==> src/rtl/nalu_pkg.sv <==
package nalu_pkg;
  localparam int OP_W = 4;

  typedef enum logic [OP_W-1:0] {
    OP_ADDS = 4'd0,
    OP_ADDC = 4'd1,
    OP_AND  = 4'd2,
    OP_OR   = 4'd3,
    OP_XOR  = 4'd4,
    OP_RORC = 4'd5,
    OP_NOT  = 4'd6,
    OP_INCS = 4'd7,
    OP_DECS = 4'd8,
    OP_SKE  = 4'd9,
    OP_SETC = 4'd10,
    OP_CLRC = 4'd11,
    OP_NOTC = 4'd12,
    OP_SKTC = 4'd13,
    OP_NOP0 = 4'd14,
    OP_NOP1 = 4'd15
  } nalu_op_e;
endpackage

==> src/rtl/nalu_arith.sv <==
module nalu_arith
  import nalu_pkg::*;
#(
  parameter int W = 4
) (
  input  nalu_op_e       op,
  input  logic [W-1:0]   a,
  input  logic [W-1:0]   b,
  input  logic           cy,
  output logic [W-1:0]   res,
  output logic           co,
  output logic           skip
);
  localparam logic [W-1:0] ALL_ONES = {W{1'b1}};
  localparam logic [W-1:0] ONE      = W'(1);

  logic [W:0]   sum;
  logic [W-1:0] inc_v;
  logic [W-1:0] dec_v;
  logic         cin;

  assign cin   = (op == OP_ADDC) ? cy : 1'b0;
  assign sum   = {1'b0, a} + {1'b0, b} + {{W{1'b0}}, cin};
  assign inc_v = b + ONE;
  assign dec_v = b - ONE;

  always_comb begin
    res  = sum[W-1:0];
    co   = sum[W];
    skip = 1'b0;
    unique case (op)
      OP_ADDS: skip = sum[W];
      OP_INCS: begin res = inc_v; skip = (inc_v == '0); end
      OP_DECS: begin res = dec_v; skip = (dec_v == ALL_ONES); end
      OP_SKE:  skip = (a == b);
      default: ;
    endcase
  end
endmodule

==> src/rtl/nalu_logic.sv <==
module nalu_logic
  import nalu_pkg::*;
#(
  parameter int W = 4
) (
  input  nalu_op_e       op,
  input  logic [W-1:0]   a,
  input  logic [W-1:0]   b,
  input  logic           cy,
  output logic [W-1:0]   res,
  output logic           co
);
  logic [W-1:0] rot;

  generate
    for (genvar i = 0; i < W - 1; i++) begin : g_rot
      assign rot[i] = a[i+1];
    end
  endgenerate
  assign rot[W-1] = cy;

  assign co = a[0];

  always_comb begin
    unique case (op)
      OP_AND:  res = a & b;
      OP_OR:   res = a | b;
      OP_XOR:  res = a ^ b;
      OP_RORC: res = rot;
      default: res = ~a;
    endcase
  end
endmodule

==> src/rtl/nalu_flags.sv <==
module nalu_flags (
  input  logic clk,
  input  logic rst,
  input  logic issue,
  input  logic cy_wr,
  input  logic cy_nxt,
  input  logic skip_nxt,
  input  logic ack,
  output logic cy_q,
  output logic skip_q
);
  always_ff @(posedge clk) begin
    if (rst) begin
      cy_q   <= 1'b0;
      skip_q <= 1'b0;
    end else begin
      if (issue && cy_wr) cy_q <= cy_nxt;
      if (issue)          skip_q <= skip_nxt;
      else if (ack)       skip_q <= 1'b0;
    end
  end

  AST_SKIP_HOLD: assert property (@(posedge clk) disable iff (rst)
    (skip_q && !issue && !ack) |=> skip_q);
  AST_ACK_CLEARS: assert property (@(posedge clk) disable iff (rst)
    (!issue && ack) |=> !skip_q);
  AST_NO_SPUR_SKIP: assert property (@(posedge clk) disable iff (rst)
    (!skip_q && !issue) |=> !skip_q);
  AST_CY_IDLE: assert property (@(posedge clk) disable iff (rst)
    !issue |=> $stable(cy_q));
endmodule

==> src/rtl/nib_alu.sv <==
module nib_alu
  import nalu_pkg::*;
#(
  parameter int W = 4
) (
  input  logic         clk,
  input  logic         rst,
  input  logic         issue_i,
  input  logic [3:0]   op_i,
  input  logic [W-1:0] acc_i,
  input  logic [W-1:0] opnd_i,
  input  logic         skip_ack_i,
  output logic [W-1:0] res_o,
  output logic         res_we_o,
  output logic         cy_o,
  output logic         skip_o
);
  nalu_op_e     op;
  logic [W-1:0] ar_res, lg_res, res_nxt;
  logic         ar_co, ar_skip, lg_co;
  logic         we_nxt, cy_wr, cy_nxt, skip_nxt;
  logic         cy_q;

  assign op = nalu_op_e'(op_i);

  nalu_arith #(.W(W)) u_arith (
    .op(op), .a(acc_i), .b(opnd_i), .cy(cy_q),
    .res(ar_res), .co(ar_co), .skip(ar_skip)
  );

  nalu_logic #(.W(W)) u_logic (
    .op(op), .a(acc_i), .b(opnd_i), .cy(cy_q),
    .res(lg_res), .co(lg_co)
  );

  always_comb begin
    res_nxt  = ar_res;
    we_nxt   = 1'b0;
    cy_wr    = 1'b0;
    cy_nxt   = cy_q;
    skip_nxt = 1'b0;
    unique case (op)
      OP_ADDS: begin we_nxt = 1'b1; skip_nxt = ar_skip; end
      OP_ADDC: begin we_nxt = 1'b1; cy_wr = 1'b1; cy_nxt = ar_co; end
      OP_AND, OP_OR, OP_XOR, OP_NOT: begin
        res_nxt = lg_res; we_nxt = 1'b1;
      end
      OP_RORC: begin
        res_nxt = lg_res; we_nxt = 1'b1; cy_wr = 1'b1; cy_nxt = lg_co;
      end
      OP_INCS, OP_DECS: begin we_nxt = 1'b1; skip_nxt = ar_skip; end
      OP_SKE:  skip_nxt = ar_skip;
      OP_SETC: begin cy_wr = 1'b1; cy_nxt = 1'b1; end
      OP_CLRC: begin cy_wr = 1'b1; cy_nxt = 1'b0; end
      OP_NOTC: begin cy_wr = 1'b1; cy_nxt = ~cy_q; end
      OP_SKTC: skip_nxt = cy_q;
      default: ;
    endcase
  end

  always_ff @(posedge clk) begin
    if (rst) begin
      res_o    <= '0;
      res_we_o <= 1'b0;
    end else begin
      res_we_o <= issue_i && we_nxt;
      if (issue_i && we_nxt) res_o <= res_nxt;
    end
  end

  nalu_flags u_flags (
    .clk(clk), .rst(rst), .issue(issue_i), .cy_wr(cy_wr), .cy_nxt(cy_nxt),
    .skip_nxt(skip_nxt), .ack(skip_ack_i), .cy_q(cy_q), .skip_q(skip_o)
  );

  assign cy_o = cy_q;

  AST_WE_PULSE: assert property (@(posedge clk) disable iff (rst)
    !issue_i |=> !res_we_o);
  AST_RES_HOLD: assert property (@(posedge clk) disable iff (rst)
    !issue_i |=> $stable(res_o));
  AST_ADDC_NOSKIP: assert property (@(posedge clk) disable iff (rst)
    (issue_i && op_i == 4'd1) |=> !skip_o);
  AST_ADDS_CY_KEEP: assert property (@(posedge clk) disable iff (rst)
    (issue_i && op_i == 4'd0) |=> $stable(cy_o));
  AST_SKE_NOWRITE: assert property (@(posedge clk) disable iff (rst)
    (issue_i && op_i == 4'd9) |=> (!res_we_o && $stable(res_o)));
  AST_SET_CY: assert property (@(posedge clk) disable iff (rst)
    (issue_i && op_i == 4'd10) |=> cy_o);
  AST_CLR_CY: assert property (@(posedge clk) disable iff (rst)
    (issue_i && op_i == 4'd11) |=> !cy_o);
  AST_NOT_CY: assert property (@(posedge clk) disable iff (rst)
    (issue_i && op_i == 4'd12) |=> (cy_o != $past(cy_o)));
endmodule

==> config.mk <==
export PLATFORM = sky130hd
export DESIGN_NAME = nib_alu
export DESIGN_NICKNAME = d
export VERILOG_FILES = /design/src/rtl/nalu_pkg.sv /design/src/rtl/nalu_arith.sv /design/src/rtl/nalu_logic.sv /design/src/rtl/nalu_flags.sv /design/src/rtl/nib_alu.sv
export SDC_FILE = /design/constraint.sdc
export NUM_CORES = 1
export LEC_CHECK = 0
export BUFFER_PORTS_ARGS = -buffer_cell sky130_fd_sc_hd__buf_4
export CAP_MARGIN = 15
export CORE_MARGIN = 4
export CORE_UTILIZATION = 25
export CTS_CLUSTER_DIAMETER = 100
export DETAILED_ROUTE_END_ITERATION = 6
export MAX_ROUTING_LAYER = met4
export PLACE_DENSITY = 0.49
export REMOVE_ABC_BUFFERS = 1
export SETUP_SLACK_MARGIN = 0.05
export SLEW_MARGIN = 20
export SYNTH_ARGS = -nofsm -noshare
export SYNTH_HDL_FRONTEND = slang
export SYNTH_SLANG_ARGS = --single-unit
==> constraint.sdc <==
create_clock -name clk -period 2.1 [get_ports clk]
set_input_delay 0.105 -clock clk [delete_from_list [all_inputs] [get_ports clk]]
set_output_delay 0.105 -clock clk [all_outputs]
set_load 0.02 [all_outputs]
==> metrics.txt <==
design area 1600 um^2; Final Wtd Congestion 0.876; CTS root buffer clkbuf_8; clk buf depth 2; end of the critical path u_flags.skip_q$_SDFFE_PP0P_; Synth Area per Inst 8.08 um^2; switch share 36.3%; combinational power share 47.1%; clk_skew 0.00487 ns; Layout Nets 215; Worst Setup SP u_flags.cy_q$_SDFFE_PP0P_; cell family with most CP delay simple AND/OR/NAND/NOR gates; Synth Area in XOR/XNOR 2.07%; Synth Area in Adders 15.0%; Max Slew Vio Count 0; Slowest-stage cell, CP fa_2; TNS Setup 0 ns; Synth Area in Compound Gates 33.4%; most common cell after layout, fill and taps aside buf_4; vias in the first global route 1,142; Cell Area, Placed 1500 um^2; WL/cell 14.4 um; top_reg_cell synth dfxtp_1; layout cells sized above 1 34.8%; Synth area leaders ha_1, dfxtp_1, inv_1, a21oi_1, fa_1; Worst-Margin Slew 0.325 ns; flop2flop setup slack 0.05 ns; share of the synthesized area in the top cell type 11.8%; Levels on crit path 9; FILL cells 539; Fin. Hold Viols 0; CP Capture Type register; Crit Path Max Fanout 2; post-synthesis mux area share 5.52%; Rows 25; CTS tree built; Ports 23; Post-Route WL 3.60 mm; Power Dens Cells 407 nW/um^2; cell-internal power 0.414 mW; worst reg2reg endpoint u_flags.skip_q$_SDFFE_PP0P_; die height 79.2 um; worst stage delay on the critical path 0.35 ns; Net Switching 0.236 mW; layer with the highest usage met2; Max Clk Rate 487 MHz; Residual DRC 0; TritonCTS Buffers 3; synthesis-stage register bit count 7; Global Route Usage Sum 12.1%; clock share of power 30.0%; Async S/R FF share, synth 0%; average via count per standard cell 5.03; Simple-Gate Fraction of Synth Area 21.4%; initial antenna violation count 0; Initial Util 26.3%; cts hold-fix bufs 0; clock slew at reported path FFs 0.04 ns; Critical Path Start Type register; cell repeated most along the worst path fa_2; Slew HR 78.0%; DP Wirelength 2.77 mm; Total Die Area 6280 um^2; max_cap viols 0; placed instance count 245; clk_lat worst skew 0.23 ns; r2r worst-path depth 9; Diodes inserted 0; CP Class register to register; first-pass GRT wire length 5.81 mm; EDFF count, synth 0; setup repair after global routing missed its margin yes; die extent in x 79.2 um; Area Overhead vs Synth 25.9%; Worst EP arrival 2.22 ns; footprint of the multi-input gates 1020 um^2; Synth Warn # 0; status completed; most frequent cells in the layout buf_4, inv_1, ha_1; total gr overflow 0; Buf+Inv Stages, Crit Path 1; area of the mapped netlist 1270 um^2; port buffer count 22; Pleak 0.684 nW; met1 GRT Util 17.2%; post-layout min period 2.05 ns; Cell Count, Final, Fillers Out 251; worst hold start rst; CP required 2.27 ns; drt first pass iters 4; Critical R2R Launch u_flags.cy_q$_SDFFE_PP0P_; post-route antenna net violation count 0; GR Util met2 17.8%; synthesized netlist cell count 157; largest net degree at the start of global routing 25; main combinational cell family by area after synthesis compound AO/OA/AOI/OAI gates; critical path cell sequence and3_4 -> fa_2 -> inv_2 -> fa_2 -> nor2b_2 -> o221ai_2 -> or3_1 -> a21oi_2 -> o21a_1; highest ir drop seen on vdd 136 uV; met3 usage 2.15%; WHS 0.106 ns; Netlist cell types 63; sequential share of the synthesized area 11.0%; Reg area 141 um^2; CTS sink count 7; Vias 1,262; CTS H-Tree Depth 1; Synth area leader ha_1; Hold WC Path Type input port to register; period utilization 97.7%; Sequential Power Share 22.9%; final setup vio count 0; Initial DRC Count 81; Core Region 4820 um^2; final core utilization 33.2%
[per-stage QoR]
step	setup WS [ns]	total power [mW]
6_report	0.0485	0.650
5_1_grt	-0.0253	0.694
4_1_cts	0.0431	0.647
3_5_place_dp	-0.121	0.441
3_3_place_gp	-0.0984	0.443
2_1_floorplan	-0.0857	0.316
[flip-flops by register name, summed over array words and instances (netlist names)]
register        count
res_o               4
res_we_o            1
u_flags.cy_q        1
u_flags.skip_q      1
[worst min-delay path by stage]
stage	to	slack, ns	depth (start not counted)
floorplan	res_o[1]$_SDFFE_PP0P_	0.17	1
global placement	res_o[1]$_SDFFE_PP0P_	0.34	2
detailed placement	res_o[1]$_SDFFE_PP0P_	0.34	2
CTS	res_o[1]$_SDFFE_PP0P_	0.1	2
global route	res_o[1]$_SDFFE_PP0P_	0.10	2
finish	res_o[1]$_SDFFE_PP0P_	0.11	2
[worst register-to-register path: cells and delay by family (launching register included)]
kind | cells | cell delay, ns
adders and majority gates | 2 | 0.56
AOI/OAI and AO/OA | 3 | 0.39
buffers and inverters | 1 | 0.04
DFF | 1 | 0.33
and+or+nand+nor | 3 | 0.66
[power by group through the flow]
| stage | Clock [mW] | Combinational (mW) | Sequential [mW] |
|---|---|---|---|
| floorplan | 0 | 0.154 | 0.163 |
| global placement | 0 | 0.293 | 0.151 |
| detailed placement | 0 | 0.290 | 0.151 |
| CTS | 0.201 | 0.297 | 0.149 |
| global route | 0.210 | 0.333 | 0.150 |
| finish | 0.195 | 0.306 | 0.149 |
[per-layer routing]
layer	wire length (um)	vias up	part of all wire, %
li1	-	632	-
met1	1830	607	51
met2	1630	21	45
met3	126	2	3.5
met4	17	0	0.47
met5	0	-	0
[cells in the mapped netlist, types with 2 or more instances]
| cell type | count |
|---|---|
| a211o_1 | 2 |
| ha_1 | 12 |
| o21ai_2 | 2 |
| nor3_1 | 4 |
| o31ai_1 | 2 |
| inv_1 | 15 |
| buf_6 | 2 |
| a31oi_1 | 2 |
| mux2_4 | 2 |
| nand2_1 | 10 |
| fa_1 | 2 |
| o221ai_1 | 3 |
| nand3_1 | 3 |
| or3_1 | 2 |
| buf_2 | 3 |
| o21ai_0 | 7 |
| nor4_1 | 2 |
| a21oi_1 | 9 |
| nor2_1 | 8 |
| dfxtp_1 | 7 |
| buf_4 | 3 |
| mux2i_1 | 4 |
| nor2b_1 | 4 |
| a22oi_1 | 2 |
| o311ai_1 | 2 |
| o21a_1 | 2 |
| o211ai_1 | 2 |
| a211oi_2 | 2 |
| and2_1 | 2 |
| xnor2_1 | 2 |
[timing repair]
action,4_1_cts,5_1_grt
setup buffers,0,2
endpoints found under the setup margin,4,4
gates cloned,0,0
resized for setup,5,6
pin swaps,0,5
[cells by family (layout without fill, tap and decap cells)]
family / count (synthesis) / count (layout)
AOI/OAI and AO/OA: 54 / 54
xor gates and xnor gates: 3 / 3
adders and majority gates: 14 / 14
buffers and inverters: 26 / 53
DFF: 7 / 7
muxes: 6 / 6
and+or+nand+nor: 47 / 47
[area by class of cell]
| class | count | area share [%] |
|---|---|---|
| clock buffers | 4 | 2.82 |
| inverters | 16 | 3.92 |
| multi-input cells | 124 | 63.7 |
| flip-flops and latches | 7 | 8.85 |
| well taps | 67 | 5.25 |
| repair buffers | 33 | 15.5 |
Power figures use the tool's default switching activity.
